[src/rtl/sbw_pkg.sv]
package sbw_pkg;
  localparam int ADDR_W = 16;
  localparam int BYTE_W = 8;

  typedef enum logic [2:0] {
    PH_IDLE,
    PH_DEV,
    PH_AHI,
    PH_ALO,
    PH_DAT
  } phase_t;
endpackage

[src/rtl/sbw_line_cond.sv]
module sbw_line_cond #(
  parameter int STAGES = 2
) (
  input  logic clk,
  input  logic rst_n,
  input  logic scl_i,
  input  logic sda_i,
  output logic scl_rise,
  output logic scl_fall,
  output logic sda_s,
  output logic start_det,
  output logic stop_det
);
  logic [STAGES-1:0] scl_sh, sda_sh;
  logic scl_d, sda_d, scl_s;

  // idle bus reads high, so reset to ones
  always_ff @(posedge clk or negedge rst_n) begin
    if (!rst_n) begin
      scl_sh <= '1;
      sda_sh <= '1;
      scl_d  <= 1'b1;
      sda_d  <= 1'b1;
    end else begin
      scl_sh <= {scl_sh[STAGES-2:0], scl_i};
      sda_sh <= {sda_sh[STAGES-2:0], sda_i};
      scl_d  <= scl_sh[STAGES-1];
      sda_d  <= sda_sh[STAGES-1];
    end
  end

  assign scl_s     = scl_sh[STAGES-1];
  assign sda_s     = sda_sh[STAGES-1];
  assign scl_rise  = scl_s & ~scl_d;
  assign scl_fall  = ~scl_s & scl_d;
  assign start_det = scl_s & scl_d & sda_d & ~sda_s;
  assign stop_det  = scl_s & scl_d & ~sda_d & sda_s;


  cond_excl_chk: assert property (@(posedge clk) disable iff (!rst_n)
    $onehot0({start_det, stop_det, scl_rise, scl_fall}));
endmodule

[src/rtl/sbw_frame_ctl.sv]
module sbw_frame_ctl
  import sbw_pkg::*;
#(
  parameter logic [6:0] DEV_ADDR = 7'b1010000
) (
  input  logic              clk,
  input  logic              rst_n,
  input  logic              scl_rise,
  input  logic              scl_fall,
  input  logic              sda_s,
  input  logic              start_det,
  input  logic              stop_det,
  input  logic              wp_i,
  input  logic              busy_i,
  output logic              sda_oe,
  output logic              addr_ld,
  output logic [ADDR_W-1:0] addr_q,
  output logic              data_acc,
  output logic [BYTE_W-1:0] data_q,
  output logic              prog_start
);
  phase_t            phase, nxt;
  logic [2:0]        cnt;
  logic [BYTE_W-2:0] sh;
  logic [BYTE_W-1:0] hi_q;
  logic [BYTE_W-1:0] nb;
  logic              ack_arm, ack_slot, armed, wp_lat;

  assign nb = {sh, sda_s};

  always_ff @(posedge clk or negedge rst_n) begin
    if (!rst_n) begin
      phase      <= PH_IDLE;
      nxt        <= PH_IDLE;
      cnt        <= '0;
      sh         <= '0;
      hi_q       <= '0;
      ack_arm    <= 1'b0;
      ack_slot   <= 1'b0;
      armed      <= 1'b0;
      wp_lat     <= 1'b0;
      sda_oe     <= 1'b0;
      addr_ld    <= 1'b0;
      addr_q     <= '0;
      data_acc   <= 1'b0;
      data_q     <= '0;
      prog_start <= 1'b0;
    end else begin
      addr_ld    <= 1'b0;
      data_acc   <= 1'b0;
      prog_start <= 1'b0;
      if (start_det) begin
        phase    <= PH_DEV;
        cnt      <= '0;
        ack_arm  <= 1'b0;
        ack_slot <= 1'b0;
        sda_oe   <= 1'b0;
        armed    <= 1'b0;
        wp_lat   <= 1'b0;
      end else if (stop_det) begin
        phase      <= PH_IDLE;
        ack_arm    <= 1'b0;
        ack_slot   <= 1'b0;
        sda_oe     <= 1'b0;
        prog_start <= armed;
        armed      <= 1'b0;
      end else if (phase != PH_IDLE) begin
        if (scl_rise && !ack_slot) begin
          sh  <= nb[BYTE_W-2:0];
          cnt <= cnt + 3'd1;
          if (cnt == 3'd7) begin
            unique case (phase)
              PH_DEV: begin
                if (nb[7:1] == DEV_ADDR && !busy_i) begin
                  ack_arm <= 1'b1;
                  nxt     <= nb[0] ? PH_IDLE : PH_AHI;
                end else begin
                  phase <= PH_IDLE;
                end
              end
              PH_AHI: begin
                ack_arm <= 1'b1;
                hi_q    <= nb;
                nxt     <= PH_ALO;
              end
              PH_ALO: begin
                ack_arm <= 1'b1;
                addr_ld <= 1'b1;
                addr_q  <= {hi_q, nb};
                nxt     <= PH_DAT;
              end
              PH_DAT: begin
                if (!wp_lat) begin
                  ack_arm  <= 1'b1;
                  data_acc <= 1'b1;
                  data_q   <= nb;
                  armed    <= 1'b1;
                  nxt      <= PH_DAT;
                end else begin
                  phase <= PH_IDLE;
                end
              end
              default: phase <= PH_IDLE;
            endcase
          end
        end else if (scl_fall) begin
          if (ack_arm) begin
            sda_oe   <= 1'b1;
            ack_arm  <= 1'b0;
            ack_slot <= 1'b1;
          end else if (ack_slot) begin
            sda_oe   <= 1'b0;
            ack_slot <= 1'b0;
            cnt      <= '0;
            phase    <= nxt;
            if (phase == PH_ALO) wp_lat <= wp_i;
          end
        end
      end
    end
  end


  ack_edge_chk: assert property (@(posedge clk) disable iff (!rst_n)
    $rose(sda_oe) |-> $past(scl_fall));

  start_release_chk: assert property (@(posedge clk) disable iff (!rst_n)
    start_det |=> !sda_oe);

  prog_on_stop_chk: assert property (@(posedge clk) disable iff (!rst_n)
    prog_start |-> $past(stop_det));

  prog_unprot_chk: assert property (@(posedge clk) disable iff (!rst_n)
    prog_start |-> !wp_lat);
endmodule

[src/rtl/sbw_page_ptr.sv]
module sbw_page_ptr
  import sbw_pkg::*;
#(
  parameter int OFF_W  = 7,
  parameter int PAGE_W = ADDR_W - OFF_W
) (
  input  logic              clk,
  input  logic              rst_n,
  input  logic              addr_ld,
  input  logic [ADDR_W-1:0] addr_q,
  input  logic              data_acc,
  input  logic [BYTE_W-1:0] data_q,
  output logic              ld_valid,
  input  logic              ld_ready,
  output logic [PAGE_W-1:0] ld_page,
  output logic [OFF_W-1:0]  ld_offset,
  output logic [BYTE_W-1:0] ld_data
);
  logic [PAGE_W-1:0] page_r;
  logic [OFF_W-1:0]  off_r;

  always_ff @(posedge clk or negedge rst_n) begin
    if (!rst_n) begin
      page_r    <= '0;
      off_r     <= '0;
      ld_valid  <= 1'b0;
      ld_page   <= '0;
      ld_offset <= '0;
      ld_data   <= '0;
    end else begin
      if (addr_ld) begin
        page_r <= addr_q[ADDR_W-1:OFF_W];
        off_r  <= addr_q[OFF_W-1:0];
      end
      if (data_acc) begin
        ld_valid  <= 1'b1;
        ld_page   <= page_r;
        ld_offset <= off_r;
        ld_data   <= data_q;
        off_r     <= off_r + 1'b1;
      end else if (ld_ready) begin
        ld_valid <= 1'b0;
      end
    end
  end


  acc_valid_chk: assert property (@(posedge clk) disable iff (!rst_n)
    data_acc |=> ld_valid);

  hold_stall_chk: assert property (@(posedge clk) disable iff (!rst_n)
    (ld_valid && !ld_ready && !data_acc) |=>
      (ld_valid && $stable(ld_data) && $stable(ld_offset) && $stable(ld_page)));

  page_fixed_chk: assert property (@(posedge clk) disable iff (!rst_n)
    (data_acc && ld_valid && !$past(addr_ld)) |=> $stable(ld_page));
endmodule

[src/rtl/sbus_wr_slave.sv]
module sbus_wr_slave
  import sbw_pkg::*;
#(
  parameter logic [6:0] DEV_ADDR    = 7'b1010000,
  parameter int         OFF_W       = 7,
  parameter int         SYNC_STAGES = 2,
  localparam int        PAGE_W      = ADDR_W - OFF_W
) (
  input  logic              clk,
  input  logic              rst_n,
  input  logic              scl_i,
  input  logic              sda_i,
  output logic              sda_oe,
  input  logic              wp_i,
  input  logic              busy_i,
  output logic              ld_valid,
  input  logic              ld_ready,
  output logic [PAGE_W-1:0] ld_page,
  output logic [OFF_W-1:0]  ld_offset,
  output logic [BYTE_W-1:0] ld_data,
  output logic              prog_start
);
  logic              scl_rise, scl_fall, sda_s, start_det, stop_det;
  logic              addr_ld, data_acc;
  logic [ADDR_W-1:0] addr_q;
  logic [BYTE_W-1:0] data_q;

  sbw_line_cond #(.STAGES(SYNC_STAGES)) u_cond (
    .clk(clk), .rst_n(rst_n), .scl_i(scl_i), .sda_i(sda_i),
    .scl_rise(scl_rise), .scl_fall(scl_fall), .sda_s(sda_s),
    .start_det(start_det), .stop_det(stop_det)
  );

  sbw_frame_ctl #(.DEV_ADDR(DEV_ADDR)) u_ctl (
    .clk(clk), .rst_n(rst_n), .scl_rise(scl_rise), .scl_fall(scl_fall),
    .sda_s(sda_s), .start_det(start_det), .stop_det(stop_det),
    .wp_i(wp_i), .busy_i(busy_i), .sda_oe(sda_oe),
    .addr_ld(addr_ld), .addr_q(addr_q), .data_acc(data_acc),
    .data_q(data_q), .prog_start(prog_start)
  );

  sbw_page_ptr #(.OFF_W(OFF_W), .PAGE_W(PAGE_W)) u_ptr (
    .clk(clk), .rst_n(rst_n), .addr_ld(addr_ld), .addr_q(addr_q),
    .data_acc(data_acc), .data_q(data_q), .ld_valid(ld_valid),
    .ld_ready(ld_ready), .ld_page(ld_page), .ld_offset(ld_offset),
    .ld_data(ld_data)
  );


  idle_after_reset_chk: assert property (@(posedge clk)
    $rose(rst_n) |-> (!sda_oe && !ld_valid && !prog_start));
endmodule

[config.mk]
export PLATFORM = sky130hd
export DESIGN_NAME = sbus_wr_slave
export DESIGN_NICKNAME = d
export VERILOG_FILES = /design/src/rtl/sbw_pkg.sv /design/src/rtl/sbw_line_cond.sv /design/src/rtl/sbw_frame_ctl.sv /design/src/rtl/sbw_page_ptr.sv /design/src/rtl/sbus_wr_slave.sv
export SDC_FILE = /design/constraint.sdc
export NUM_CORES = 1
export LEC_CHECK = 0
export BUFFER_PORTS_ARGS = -buffer_cell sky130_fd_sc_hd__buf_2
export CORE_ASPECT_RATIO = 1.1
export CORE_MARGIN = 1
export CORE_UTILIZATION = 35
export CTS_CLUSTER_SIZE = 14
export DETAILED_ROUTE_END_ITERATION = 8
export PLACE_DENSITY = 0.47
export SLEW_MARGIN = 20
export SYNTH_ARGS = -nofsm -noshare
export SYNTH_HDL_FRONTEND = slang
export SYNTH_SLANG_ARGS = --single-unit
[constraint.sdc]
create_clock -name clk -period 2.9 [get_ports clk]
set_input_delay 0.29 -clock clk [delete_from_list [all_inputs] [get_ports clk]]
set_output_delay 0.29 -clock clk [all_outputs]
set_load 0.005 [all_outputs]
== After elaboration in Yosys (flattened, before gate mapping) ==
Index checks and enable logic that the tools add are counted.

* Bits of input ports: 7
* Output and inout bits: 27
* Register bits after elaboration: 103

* $add $sub $neg: 2
* Mux-type cells: 77
* Bitwise operators: 14
* Reduce and logical (&&, ||, !) cells: 35
* Equality and inequality tests: 22

{| class="wikitable"
|+ Operators with widths
! cell !! count
|-
| $mux 3 || 19
|-
| $mux 1 || 52
|-
| $reduce_bool 3->1 || 8
|-
| $reduce_and 6->1 || 3
|-
| $reduce_and 8->1 || 2
|-
| $reduce_bool 4->1 || 4
|-
| $ne 5x5->1 const B || 3
|-
| $mux 7 || 2
|-
| $reduce_and 7->1 || 2
|-
| $ne 4x4->1 const B || 3
|-
| $pmux 3 s4 || 1
|-
| $reduce_bool 2->1 || 6
|-
| $reduce_and 5->1 || 2
|-
| $ne 3x3->1 const B || 3
|-
| $pmux 3 s3 || 1
|-
| $ne 2x2->1 const B || 4
|-
| $reduce_and 4->1 || 2
|-
| $add 7x1->7 const B || 1
|-
| $and 1x1->1 || 7
|-
| $eq 7x7->1 const B || 1
|-
| $not 1->1 || 7
|-
| $eq 3x2->1 const B || 2
|-
| $eq 3x3->1 const B || 2
|-
| $ne 6x6->1 const B || 1
|-
| 10 further kinds || 12
|}

== Logic depth before layout (Yosys ltp) ==
* Depth in word-level cells: 9
* Gate-level depth with buffers: 7

== Hierarchy ==
Synthesis repeated with hierarchy kept, for this count alone.

* Cells, all modules: 307
* Area total of the unflattened synthesis: 4261.6 sq um

{| class="wikitable"
|+ By module, submodules not included
! module !! times used !! cells an instance !! sequential area each (sq um) !! area each (sq um)
|-
| sbw_frame_ctl || 1 || 178 || 1401.3 || 2403.6
|-
| sbw_page_ptr || 1 || 119 || 1026.0 || 1667.8
|-
| sbw_line_cond || 1 || 10 || 157.7 || 190.2
|}

== Worst setup path after synthesis ==
OpenSTA, ideal clock, no wires.

* Path type: reg-to-reg
* Start: reg u_cond.sda_sh[1]
* End: reg u_ctl.phase[1]
* Data required time: 2.779 ns
* Period minus slack after synthesis: 1.688 ns
* Setup slack: 1.212 ns
* Setup time: 0.121 ns
* Cell stages (with the launch flop): 7
* Data arrival time: 1.567 ns
* Cells stage by stage: dfstp_2 > buf_4 > xor2_2 > nand3_2 > o31a_1 > a211o_1 > a22o_1

* Word-level cells in the longest chain between the ends: 4
* Elaborated cells on any way between the ends: 14

{| class="wikitable"
|+ RTL lines
! item !! RTL line !! source
|-
| from (decl) || sbw_line_cond.sv:14 || <nowiki>logic [STAGES-1:0] scl_sh, sda_sh;</nowiki>
|-
| from (signal assigned) || sbw_line_cond.sv:26 || <nowiki>sda_sh <= {sda_sh[STAGES-2:0], sda_i};</nowiki>
|-
| $not 1->1 || sbw_line_cond.sv:36 || <nowiki>assign start_det = scl_s & scl_d & sda_d & ~sda_s;</nowiki>
|-
| $and 1x1->1 || sbw_line_cond.sv:36 ||
|-
| $ne 5x4->1 (no line), or another cell as far along || n/a ||
|-
| $reduce_and 8->1 (no line) || n/a ||
|-
| to (signal assigned) || sbw_frame_ctl.sv:115 || <nowiki>phase <= nxt;</nowiki>
|-
| to (decl) || sbw_frame_ctl.sv:22 || <nowiki>phase_t phase, nxt;</nowiki>
|}

Several ways; a longest one is shown, not always the timed one.
A chain may end at the register's enable or synchronous reset.

== Worst setup path in the final report ==
* Start: reg u_cond.scl_sh[1]
* End: reg u_ctl.addr_q[10]

* Word-level cells in the longest chain between the ends: 5
* Elaborated cells on any way between the ends: 10

{| class="wikitable"
|+ RTL lines
! item !! RTL line !! source
|-
| from (decl) || sbw_line_cond.sv:14 ||
|-
| from (signal assigned) || sbw_line_cond.sv:25 || <nowiki>scl_sh <= {scl_sh[STAGES-2:0], scl_i};</nowiki>
|-
| $and 1x1->1 || sbw_line_cond.sv:36, sbw_line_cond.sv:37 ||
|-
| $and 1x1->1, on equally long branches (2 in a row) || sbw_line_cond.sv:37, sbw_line_cond.sv:36 ||
|-
| $not 1->1 (no line) || n/a ||
|-
| $reduce_and 6->1 (no line) * || n/a ||
|-
| to (signal assigned) || sbw_frame_ctl.sv:89 || <nowiki>addr_q <= {hi_q, nb};</nowiki>
|-
| to (decl) || sbw_frame_ctl.sv:17 || <nowiki>output logic [ADDR_W-1:0] addr_q,</nowiki>
|}

Every way passes the cells marked *; elsewhere a longest branch is shown, timed or not.

==> results.yml <==
grt:
  grt_start_max_net_pins: 57
  grt_pass1_vias: 2541
  grt_pass1_wl_um: 13810
  grt_remaining_overflow: 0
  grtUsageTotal: 0.1434
  antenna_found_initial: 0
power_and_ir_drop:
  power_uw: 3156
  clockPowerShare: 0.420
  ir_worst_vdd_uv: 256.9
  p_int_uw: 2379
  power.leakage_uw: 0.002523
  powerDensity_nw_per_um2: 642.5
  power_frac_seq: 0.518
  p_switching_uw: 777.0
  power_frac_comb: 0.062
  p_sw_frac: 0.2462
yosys:
  synthCells: 323
  yosysTopAreaCell: "dfrtp_1"
  async_flop_share: 1.000
  synth_area_leaders: "dfrtp_1 57%, mux2_2 15%, dfstp_2 3.7%"
  synth_fp_nets: 333
  synth_edf_count: 0
  ys_dominant_reg_cell: "dfrtp_1"
  yosysSeqAreaShare: 0.6069
  synth_warnings: 0
  synth.top_cell.area_share: 0.5699
  synth.distinct_cells: 52
  ys_ff_latch: 103
  syn-cell-area_um2: 4259
  syn_area_per_cell_um2: 13.19
cells_and_area:
  final_cells: 514
  diodes: 0
  nets: 369
  layout-drive-gt1-share: 0.3489
  syn_to_final_growth_pct: 15.33
setup_path:
  r2r-start: "u_cond.scl_sh[1]"
  cp_data_required_time_ns: 3.12
  worst-setup-path-type: "reg2reg"
  critPathCaptureType: "flop"
  crit_start: "u_cond.scl_sh[1]"
  rrSetupSlack_ns: 0.91
  rr_worst_depth: 4
  cp_max_fo: 17
  reg2reg_to: "u_ctl.addr_q[10]"
  cp-start-kind: "flop"
  worstPathArrival_ns: 2.21
clock_tree:
  cts-root-buf: "clkbuf_16"
  clock_sinks: 103
  tritoncts: "built"
  cts-buffers-inserted: 9
  postCtsResizedCells: 0
  path_clk_slew_ns: 0.07
  post_cts_buffers: 0
  cts_max_level: 3
  cts_hold_buf: 0
  insertion_delay_ns: 0.34
  cts_buffer_depth: 2
sta:
  skew_ns: 0.008467
  period_minus_slack_ns: 1.989
  rsz0062_at_grt: "false"
  hold_viol_final: 0
  slew_headroom: 0.4632
  clock.fmax_ghz: 0.5027
  drv_slew: 0
  tightest_slew_ns: 0.8052
  setup_viol: 0
  finalCritPeriodShare: 0.6860
  fin_tns_setup_ns: 0
die:
  io_pins: 34
  start_util: 0.3657
  row_count: 41
  die_area_um2: 12610
  fp.coreArea_um2: 11640
  fp.dieH_um: 117.7
  die_w_um: 107.2
place:
  portBuffers: 33
  placed_cells: 498
  dpl.hpwl_um: 5458
  place.gp.congestion: 0.8001
status:
  status: "completed"
route:
  drt_iter0_drc: 84
  wl_um: 8131
  remaining_drc_errors: 0
  vias: 2576
  first_pass_iters: 4
  drt-vias-per-instance: 5.012
  wire_per_inst_um: 15.82
  ant_nets: 0
worst_hold_path:
  worstHoldPathType: "in2async"
flow_run:
  cap_violations: 0
==> placed cells by master, fill, tap and decap left out, types with 5 or more instances in the layout <==
master / netlist / layout
buf_2: 2 / 32
nand3_1: 5 / 5
inv_1: 7 / 7
nand2_1: 35 / 35
mux2_2: 57 / 57
nor2b_1: 5 / 5
nor2_1: 8 / 8
nor3_1: 5 / 5
mux2_1: 9 / 9
dfstp_2: 6 / 6
buf_4: 1 / 6
clkbuf_16: 0 / 9
a21oi_1: 10 / 10
dfrtp_1: 97 / 97
==> critical path, cell delays in order (launching register included) <==
cell and delay (ns):
dfstp_2 0.67, nor3b_1 0.26, and2_1 0.24, nand2_2 0.28, mux2_1 0.42
==> through the flow <==
step	hold WS, ns	setup WS (ns)	util	area (um2)
floorplan	-0.005591	1.212	-	4259
global placement	0.3467	0.9366	0.3935	4582
detailed placement	0.3468	0.8946	0.3935	4582
CTS	0.02666	0.8863	0.4218	4912
global route	0.02470	0.7019	0.4218	4912
finish	0.003529	0.9107	0.4218	4912
==> layout make-up <==
| cell class | instances | area (um2) |
|---|---|---|
| clock inverter | 6 | 91.34 |
| multi-input combinational | 198 | 1570 |
| clock buffer | 10 | 239.0 |
| inverter | 9 | 33.78 |
| fill | 1088 | 6733 |
| sequential | 103 | 2585 |
| tap | 150 | 187.7 |
| timing repair buffer | 38 | 205.2 |
==> synth_stat cells (all sizes together) (5+ instances only) <==
library cell   n
dfrtp         97
mux2          68
nand2         36
a21oi         10
buf           10
inv            8
nor2           8
nand3          7
dfstp          6
o21ai          6
nor2b          5
nor3           5
==> sequential cells by signal, indices dropped and copies added (netlist names), 2 cells and up <==
name,cells
u_ctl.phase,3
u_ptr.ld_page,9
u_ctl.cnt,3
u_ptr.ld_offset,7
u_cond.sda_sh,2
u_ctl.data_q,8
u_ctl.hi_q,8
u_ptr.ld_data,8
u_ctl.nxt,3
u_cond.scl_sh,2
u_ptr.off_r,7
u_ctl.sh,7
u_ptr.page_r,9
u_ctl.addr_q,16
==> cell families (layout without fill, tap and decap cells) <==
| kind of cell | Yosys count | count (layout) | synth area share |
|---|---|---|---|
| flip-flops | 103 | 103 | 0.6069 |
| AND/OR/NAND/NOR | 76 | 76 | 0.09225 |
| multiplexers | 71 | 71 | 0.1886 |
| AO/OA/AOI/OAI | 43 | 43 | 0.06698 |
| buffers and inverters | 22 | 63 | 0.02438 |
| XOR/XNOR | 5 | 5 | 0.01205 |
| adder cells (fa/ha/maj) | 3 | 3 | 0.008814 |
==> layer usage <==
layer / routed length, um / global-route usage / up-vias
li1: - / - / 1215
met1: 3881 / 0.2004 / 1308
met2: 3879 / 0.2165 / 43
met3: 239 / 0.02547 / 10
met4: 131 / 0.06421 / 0
met5: 0 / 0 / -
==> how the worst max path moves through the flow <==
stage                                  end  slack [ns]  cells after the start
after floorplan             u_ctl.phase[1]        1.21                      6
after global placement    u_ctl.addr_q[11]        0.94                      4
after detailed placement   u_ctl.addr_q[8]        0.89                      4
after CTS                 u_ctl.addr_q[10]        0.89                      4
after global routing      u_ctl.addr_q[11]        0.70                      4
final                     u_ctl.addr_q[10]        0.91                      4
==> power by group through the flow <==
stage / Sequential [uW] / Clock (uW) / Combinational, uW
after floorplan: 1600 / 0 / 139
after global placement: 1670 / 0 / 197
after detailed placement: 1670 / 0 / 199
after CTS: 1640 / 1370 / 201
after global routing: 1650 / 1420 / 233
final: 1630 / 1320 / 196
(Power assumes the default switching activity.)
